<file path="src/rtl/rrc_pkg.sv">
// Package: shared address map and field positions for the resync controller.
// Assumes a two-bit host address and byte-wide registers.
package rrc_pkg;
    localparam int DATA_W   = 8;
    localparam int ADDR_W   = 2;
    localparam int FMT_W    = 4;
    localparam int DIV_W    = 3;
    localparam int CLKF_W   = DIV_W + 1;
    localparam int MCE_BIT  = 6;
    localparam int ALT_BIT  = 0;
    localparam logic [DATA_W-1:0] BUSY_READ = 8'h80;

    typedef enum logic [ADDR_W-1:0] {
        A_CTRL  = 2'd0,
        A_RATE  = 2'd1,
        A_ALT   = 2'd2,
        A_SPARE = 2'd3
    } reg_addr_e;

    typedef struct packed {
        logic [FMT_W-1:0] fmt;
        logic [DIV_W-1:0] div;
        logic             base;
    } rate_reg_t;
endpackage

</file>
<file path="src/rtl/rrc_resync_timer.sv">
// Module: counts out the resynchronisation window after a start pulse.
// Assumes start is only pulsed while the window is idle.
module rrc_resync_timer #(
    parameter int RESYNC_LEN = 64,
    parameter int TICK_MODE  = 0
) (
    input  logic clk,
    input  logic rst_n,
    input  logic start,
    input  logic smp_tick,
    output logic busy
);
    localparam int CNT_W = $clog2(RESYNC_LEN + 1);
    localparam logic [CNT_W-1:0] LOAD = CNT_W'(RESYNC_LEN);

    logic [CNT_W-1:0] remain_q;
    logic             step;

    // Select what paces the window: every clock or every sample tick.
    generate
        if (TICK_MODE == 0) begin : g_clk_pace
            assign step = 1'b1 | smp_tick;
        end else begin : g_tick_pace
            assign step = smp_tick;
        end
    endgenerate

    // Load on start, otherwise count down while active.
    always_ff @(posedge clk) begin
        if (!rst_n) begin
            remain_q <= '0;
        end else if (start && remain_q == '0) begin
            remain_q <= LOAD;
        end else if (remain_q != '0 && step) begin
            remain_q <= remain_q - 1'b1;
        end
    end

    assign busy = (remain_q != '0);

    AST_START_RAISES_BUSY: assert property (@(posedge clk) disable iff (!rst_n)
        (start && !busy) |=> busy);
    AST_WINDOW_BOUNDED: assert property (@(posedge clk) disable iff (!rst_n)
        remain_q <= LOAD);
endmodule

</file>
<file path="src/rtl/rrc_regfile.sv">
// Module: host-writable registers with gated clock-field updates.
// Assumes writes arrive as single-clock strobes; all writes are dropped while busy.
module rrc_regfile
    import rrc_pkg::*;
(
    input  logic              clk,
    input  logic              rst_n,
    input  logic              wr_en,
    input  logic [ADDR_W-1:0] addr,
    input  logic [DATA_W-1:0] wdata,
    input  logic              busy,
    output logic              mce_q,
    output logic              alt_q,
    output rate_reg_t         rate_q,
    output logic              start
);
    logic             wr_ok;
    logic [CLKF_W-1:0] new_clk;
    logic [CLKF_W-1:0] cur_clk;

    assign wr_ok   = wr_en && !busy;
    assign new_clk = wdata[CLKF_W-1:0];
    assign cur_clk = {rate_q.div, rate_q.base};

    // Flag a clock change that is permitted and actually alters the fields.
    always_comb begin
        start = wr_ok && (addr == A_RATE) && mce_q && (new_clk != cur_clk);
    end

    // Register updates; the clock fields move only under the change-permit flag.
    always_ff @(posedge clk) begin
        if (!rst_n) begin
            mce_q  <= 1'b0;
            alt_q  <= 1'b0;
            rate_q <= '0;
        end else if (wr_ok) begin
            case (addr)
                A_CTRL: mce_q <= wdata[MCE_BIT];
                A_RATE: begin
                    rate_q.fmt <= wdata[DATA_W-1:CLKF_W];
                    if (mce_q) begin
                        rate_q.div  <= wdata[CLKF_W-1:1];
                        rate_q.base <= wdata[0];
                    end
                end
                A_ALT:  alt_q <= wdata[ALT_BIT];
                default: ;
            endcase
        end
    end

    AST_BUSY_DROPS_WRITE: assert property (@(posedge clk) disable iff (!rst_n)
        (busy && wr_en) |=> ($stable(mce_q) && $stable(alt_q) && $stable(rate_q)));
    AST_CLK_HELD_NO_MCE: assert property (@(posedge clk) disable iff (!rst_n)
        !mce_q |=> ($stable(rate_q.div) && $stable(rate_q.base)));
    AST_NO_START_WHILE_BUSY: assert property (@(posedge clk) disable iff (!rst_n)
        start |-> !busy);
endmodule

</file>
<file path="src/rtl/rrc_read_port.sv">
// Module: registered host read path with the busy override.
// Assumes register contents are stable for the clock in which the read strobe is high.
module rrc_read_port
    import rrc_pkg::*;
(
    input  logic              clk,
    input  logic              rst_n,
    input  logic              rd_en,
    input  logic [ADDR_W-1:0] addr,
    input  logic              busy,
    input  logic              mce_q,
    input  logic              alt_q,
    input  rate_reg_t         rate_q,
    output logic [DATA_W-1:0] rdata
);
    logic [DATA_W-1:0] sel;

    // Pick the addressed register image.
    always_comb begin
        sel = '0;
        case (addr)
            A_CTRL:  sel[MCE_BIT] = mce_q;
            A_RATE:  sel = rate_q;
            A_ALT:   sel[ALT_BIT] = alt_q;
            default: sel = '0;
        endcase
    end

    // Capture on the strobe; the busy pattern overrides the register image.
    always_ff @(posedge clk) begin
        if (!rst_n) begin
            rdata <= '0;
        end else if (rd_en) begin
            rdata <= busy ? BUSY_READ : sel;
        end
    end

    AST_BUSY_READ_PATTERN: assert property (@(posedge clk) disable iff (!rst_n)
        (rd_en && busy) |=> (rdata == BUSY_READ));
    AST_READ_HOLDS: assert property (@(posedge clk) disable iff (!rst_n)
        !rd_en |=> $stable(rdata));
endmodule

</file>
<file path="src/rtl/rate_resync_ctrl.sv">
// Module: top of the sample-rate change resync controller.
// Assumes a single host master and a clock generator that consumes the field outputs.
module rate_resync_ctrl #(
    parameter int RESYNC_LEN = 64,
    parameter int TICK_MODE  = 0
) (
    input  logic       clk,
    input  logic       rst_n,
    input  logic [1:0] host_addr,
    input  logic [7:0] host_wdata,
    input  logic       host_wr,
    input  logic       host_rd,
    input  logic       smp_tick,
    output logic [7:0] host_rdata,
    output logic       mce,
    output logic       alt_rate_en,
    output logic [3:0] fmt_bits,
    output logic [2:0] clk_div_sel,
    output logic       clk_base_sel,
    output logic       clk_fields_live,
    output logic       busy
);
    import rrc_pkg::*;

    logic      mce_q;
    logic      alt_q;
    rate_reg_t rate_q;
    logic      start;
    logic      busy_w;

    rrc_regfile u_regs (
        .clk    (clk),
        .rst_n  (rst_n),
        .wr_en  (host_wr),
        .addr   (host_addr),
        .wdata  (host_wdata),
        .busy   (busy_w),
        .mce_q  (mce_q),
        .alt_q  (alt_q),
        .rate_q (rate_q),
        .start  (start)
    );

    rrc_resync_timer #(
        .RESYNC_LEN (RESYNC_LEN),
        .TICK_MODE  (TICK_MODE)
    ) u_timer (
        .clk      (clk),
        .rst_n    (rst_n),
        .start    (start),
        .smp_tick (smp_tick),
        .busy     (busy_w)
    );

    rrc_read_port u_rd (
        .clk    (clk),
        .rst_n  (rst_n),
        .rd_en  (host_rd),
        .addr   (host_addr),
        .busy   (busy_w),
        .mce_q  (mce_q),
        .alt_q  (alt_q),
        .rate_q (rate_q),
        .rdata  (host_rdata)
    );

    // Drive the field outputs from the register image.
    always_comb begin
        mce             = mce_q;
        alt_rate_en     = alt_q;
        fmt_bits        = rate_q.fmt;
        clk_div_sel     = rate_q.div;
        clk_base_sel    = rate_q.base;
        clk_fields_live = !alt_q;
        busy            = busy_w;
    end

    AST_LIVE_FOLLOWS_ALT: assert property (@(posedge clk) disable iff (!rst_n)
        clk_fields_live != alt_rate_en);
endmodule

</file>
<file path="config.mk">
export PLATFORM = sky130hd
export DESIGN_NAME = rate_resync_ctrl
export DESIGN_NICKNAME = d
export VERILOG_FILES = /design/src/rtl/rrc_pkg.sv /design/src/rtl/rrc_resync_timer.sv /design/src/rtl/rrc_regfile.sv /design/src/rtl/rrc_read_port.sv /design/src/rtl/rate_resync_ctrl.sv
export SDC_FILE = /design/constraint.sdc
export NUM_CORES = 1
export LEC_CHECK = 0
export ABC_AREA = 1
export BUFFER_PORTS_ARGS = -buffer_cell sky130_fd_sc_hd__clkbuf_2
export CAP_MARGIN = 20
export CORE_MARGIN = 5
export CORE_UTILIZATION = 35
export CTS_BUF_LIST = sky130_fd_sc_hd__clkbuf_4
export DETAILED_ROUTE_END_ITERATION = 8
export PLACE_DENSITY = 0.6
export SYNTH_ARGS = -nofsm -noshare
export SYNTH_HDL_FRONTEND = slang
export SYNTH_SLANG_ARGS = --single-unit
export TNS_END_PERCENT = 5
</file>
<file path="constraint.sdc">
create_clock -name clk -period 1.53 [get_ports clk]
set_input_delay 0.0765 -clock clk [delete_from_list [all_inputs] [get_ports clk]]
set_output_delay 0.0765 -clock clk [all_outputs]
set_load 0.005 [all_outputs]
</file>
==> metrics.md <==
| Metric | Value |
|---|---|
| First-pass GRT wire length | 4.850 mm |
| CTS Sinks | 25 |
| Layout Cells excl Fill | 259 |
| TritonCTS buffer count | 3 |
| Vias in the first global route | 1151 |
| Post-synthesis sequential area ratio | 39.45% |
| Worst min path class | input port to register |
| Highest-count cells in the layout ignoring fill and taps | 41 x nand2_1, 33 x clkbuf_2, 23 x dfxtp_1 |
| Compound-cell area share of the yosys netlist | 8.777% |
| Die Wd | 70.21 um |
| Syn_area_per_cell | 7.419 sq um |
| Outcome | complete, no violations |
| Synth top area share | 39.45% |
| Setup crit start kind | register |
| Clock slew at reported path FFs | 150 ps |
| Synth top area cells | dfxtp_1 39%, nand2_1 12%, inv_1 6.8% |
| Core area | 3416 sq um |
| Port bufs | 33 |
| Standard-cell row count | 21 |
| I/O pins | 35 |
| DRC | 0 |
| Critical path cell sequence | inv_2 -> ha_4 -> inv_2 -> nor2_4 -> nand4_4 -> nor2_8 -> nand3_4 -> nand2_8 -> nor2_2 |
| Number of fillers in the final layout | 363 |
| RSZ-0062 raised after global routing | true |
| CTS max path bufs | 2 |
| DR vias/cell | 4.467 |
| P_leak | 0.7640 nW |
| Largest net degree at the start of global routing | 16 |
| Initial core utilization | 37.14% |
| Fin crit share | 97.93% |
| Max Slew Vio Count | 0 |
| Crit-path most repeated cell | inv_2 |
| RR Endpoint | u_timer.remain_q[4] |
| Mapped Cells | 171 |
| Fmax achieved | 667.4 MHz |
| ANT nets after route | 0 |
| Most common cell after layout, fill and taps aside | nand2_1 |
| Final worst slack | 31.60 ps |
| WP data arrival | 1730 ps |
| Setup CP Type | register to register |
| H-tree levels | 1 |
| Clk pwr share | 13.9% |
| Ant diodes | 0 |
| Die area | 4929 sq um |
| Routed WL | 2.832 mm |
| Synthesized flop and latch total | 25 |
| RePlAce Congestion | 0.7171 |
| Layout cells sized above 1 | 31.46% |
| Final HPWL DP | 2.190 mm |
| CP top delay family | simple AND/OR/NAND/NOR gates |
| Tmin final | 1498 ps |
| Layout Nets | 233 |
| Final hold violation count | 0 |
| Crit path required time | 1760 ps |
| Worst ir drop on vdd | 0.5079 mV |
| Slew @ Worst Pin | 406.1 ps |
| Max incr delay on CP | 360 ps |
| Switch Pwr | 919.8 uW |
| Hold-critical path depth | 3 |
| Max Cap Viol | 0 |
| Critical path peak fanout | 7 |
| Die height | 70.21 um |
| Max-Slew Margin vs Limit | 72.89% |
| Setup WS pre-CTS | 78.45 ps |
| Switching part of the total | 41.25% |
| Fin Clk Skew | 15.92 ps |
| Synthesized-area fraction occupied by and/or/nand/nor cells | 36.59% |
| Iter 0 DRT Violations | 20 |
| P per Cell Area | 1374 nW/um^2 |
| Pint | 1.310 mW |
| Placed cells | 251 |
| Post-synthesis mux area share | 0% |
| Cell Area, Synth | 1269 sq um |
| DR pass1 iterations | 4 |
| Area grow syn2layout | 27.91% |
| Post-CTS Setup Inserts | 0 |
| Initial antenna violation count | 0 |
| Sequential share of power | 38.8% |
| Post-detailed-route wirelength per cell | 10.93 um |
| Syn_nets | 190 |
| Distinct cells, synth | 23 |
| Post-synth top area cell | dfxtp_1 |
| Logic pwr share | 47.3% |
| Worst path slowest cell | dfxtp_2 |
| # setup viols final | 0 |
| Worst path bufs/invs | 2 |
| CTS root buffer | clkbuf_4 |
| Clock Latency Late Sink | 330 ps |
| Vias post-DR | 1157 |
| Tot GR Track Use | 11.93% |
| Worst Reg-to-Reg Cells | 9 |
| Reg2Reg Setup Slack | 30 ps |
| CP endpoint kind | register |
| Adder-cell area share of the yosys netlist | 3.945% |
| R2r startpoint | u_timer.remain_q[1] |
| TritonCTS clock tree | done |
| Ys Warns | 0 |
| Hold path endpoint | u_regs.alt_q |
| Post-Synth XOR/XNOR Area | 2.761% |
| Hold path start | host_wdata[0] |
| Largest family of logic cells by synthesized area | simple AND/OR/NAND/NOR gates |
| Global route overflow | 0 |
[power groups by stage]
stage / Combinational [mW] / Clock (mW) / Sequential (mW)
after floorplan: 0.788 / 0 / 0.854
after global placement: 0.998 / 0 / 0.870
after detailed placement: 1.00 / 0 / 0.873
after CTS: 1.02 / 0.323 / 0.857
after global routing: 1.20 / 0.349 / 0.879
final: 1.05 / 0.309 / 0.866
[per-stage QoR]
stage                     utilization, %  TNS (ps)  hold WS, ps  power (mW)  cell area (sq um)
after floorplan                        -         0        211.4       1.641               1269
after global placement             44.14         0        307.2       1.868               1508
after detailed placement           44.14         0        305.3       1.878               1508
after CTS                          46.19         0        21.85       2.204               1578
after global routing               47.51    -642.1        39.09       2.425               1623
final                              47.51         0        40.51       2.230               1623
[cells in the mapped netlist (all sizes together)]
cell,instances
nand2,44
nor2,29
dfxtp,25
inv,24
nand3,15
a21oi,11
o21ai,8
ha,4
xnor2,3
buf,2
a22o,1
clkbuf,1
clkinv,1
nand4,1
o31ai,1
xor2,1
[registers in the layout (all words and copies together) (netlist names)]
signal	count
u_regs.alt_q	1
u_timer.remain_q	7
u_regs.rate_q	8
u_regs.mce_q	1
u_rd.rdata	8
[routing by layer]
metal,wire length [um],vias up,global-route usage (%)
li1,-,617,-
met1,1336,508,14.78
met5,0,-,0
met3,158,4,2.439
met2,1302,28,19.94
met4,35,0,5.106
[cell families (layout without fill, tap and decap cells)]
group	after synthesis	count (layout)
adder cells (fa/ha/maj)	4	4
AND/OR/NAND/NOR	89	89
AO/OA/AOI/OAI	21	21
buffers and inverters	28	70
flip-flops	25	25
XOR/XNOR	4	4
[timing repair]
| item | 4_1_cts | 5_1_grt |
|---|---|---|
| gates resized for setup | 0 | 14 |
| hold buffers | 4 | 0 |
| endpoints found under the hold margin | 4 | 0 |
| setup endpoints to repair | 0 | 19 |
[cell type report]
| class | count | area, sq um | share of cell area, % |
|---|---|---|---|
| Multi-Input combinational cell | 118 | 699.4 | 43.10 |
| Sequential cell | 25 | 503.0 | 30.99 |
| Inverter | 25 | 93.84 | 5.783 |
| Clock buffer | 3 | 22.52 | 1.388 |
| Tap cell | 46 | 57.56 | 3.547 |
| Clock inverter | 1 | 7.507 | 0.4626 |
| Timing Repair Buffer | 41 | 239.0 | 14.73 |
[worst min-delay path, delay by kind of cell]
family / cells / cell delay [ps]
buf+inv: 1 / 100
simple gates: 1 / 80
compound gates: 1 / 60
[worst max path at each step]
stage / to / start / slack, ps / cells past startpoint
finish: u_timer.remain_q[4] / u_timer.remain_q[1] / 30 / 9
global route: u_regs.rate_q[6] / u_timer.remain_q[1] / -70 / 9
CTS: u_timer.remain_q[4] / u_timer.remain_q[0] / 50 / 9
detailed placement: u_timer.remain_q[2] / u_timer.remain_q[0] / 80 / 9
global placement: u_timer.remain_q[2] / u_timer.remain_q[0] / 90 / 9
floorplan: u_timer.remain_q[2] / u_timer.remain_q[0] / 110 / 9
No activity file was read; power rests on OpenSTA's default activity.
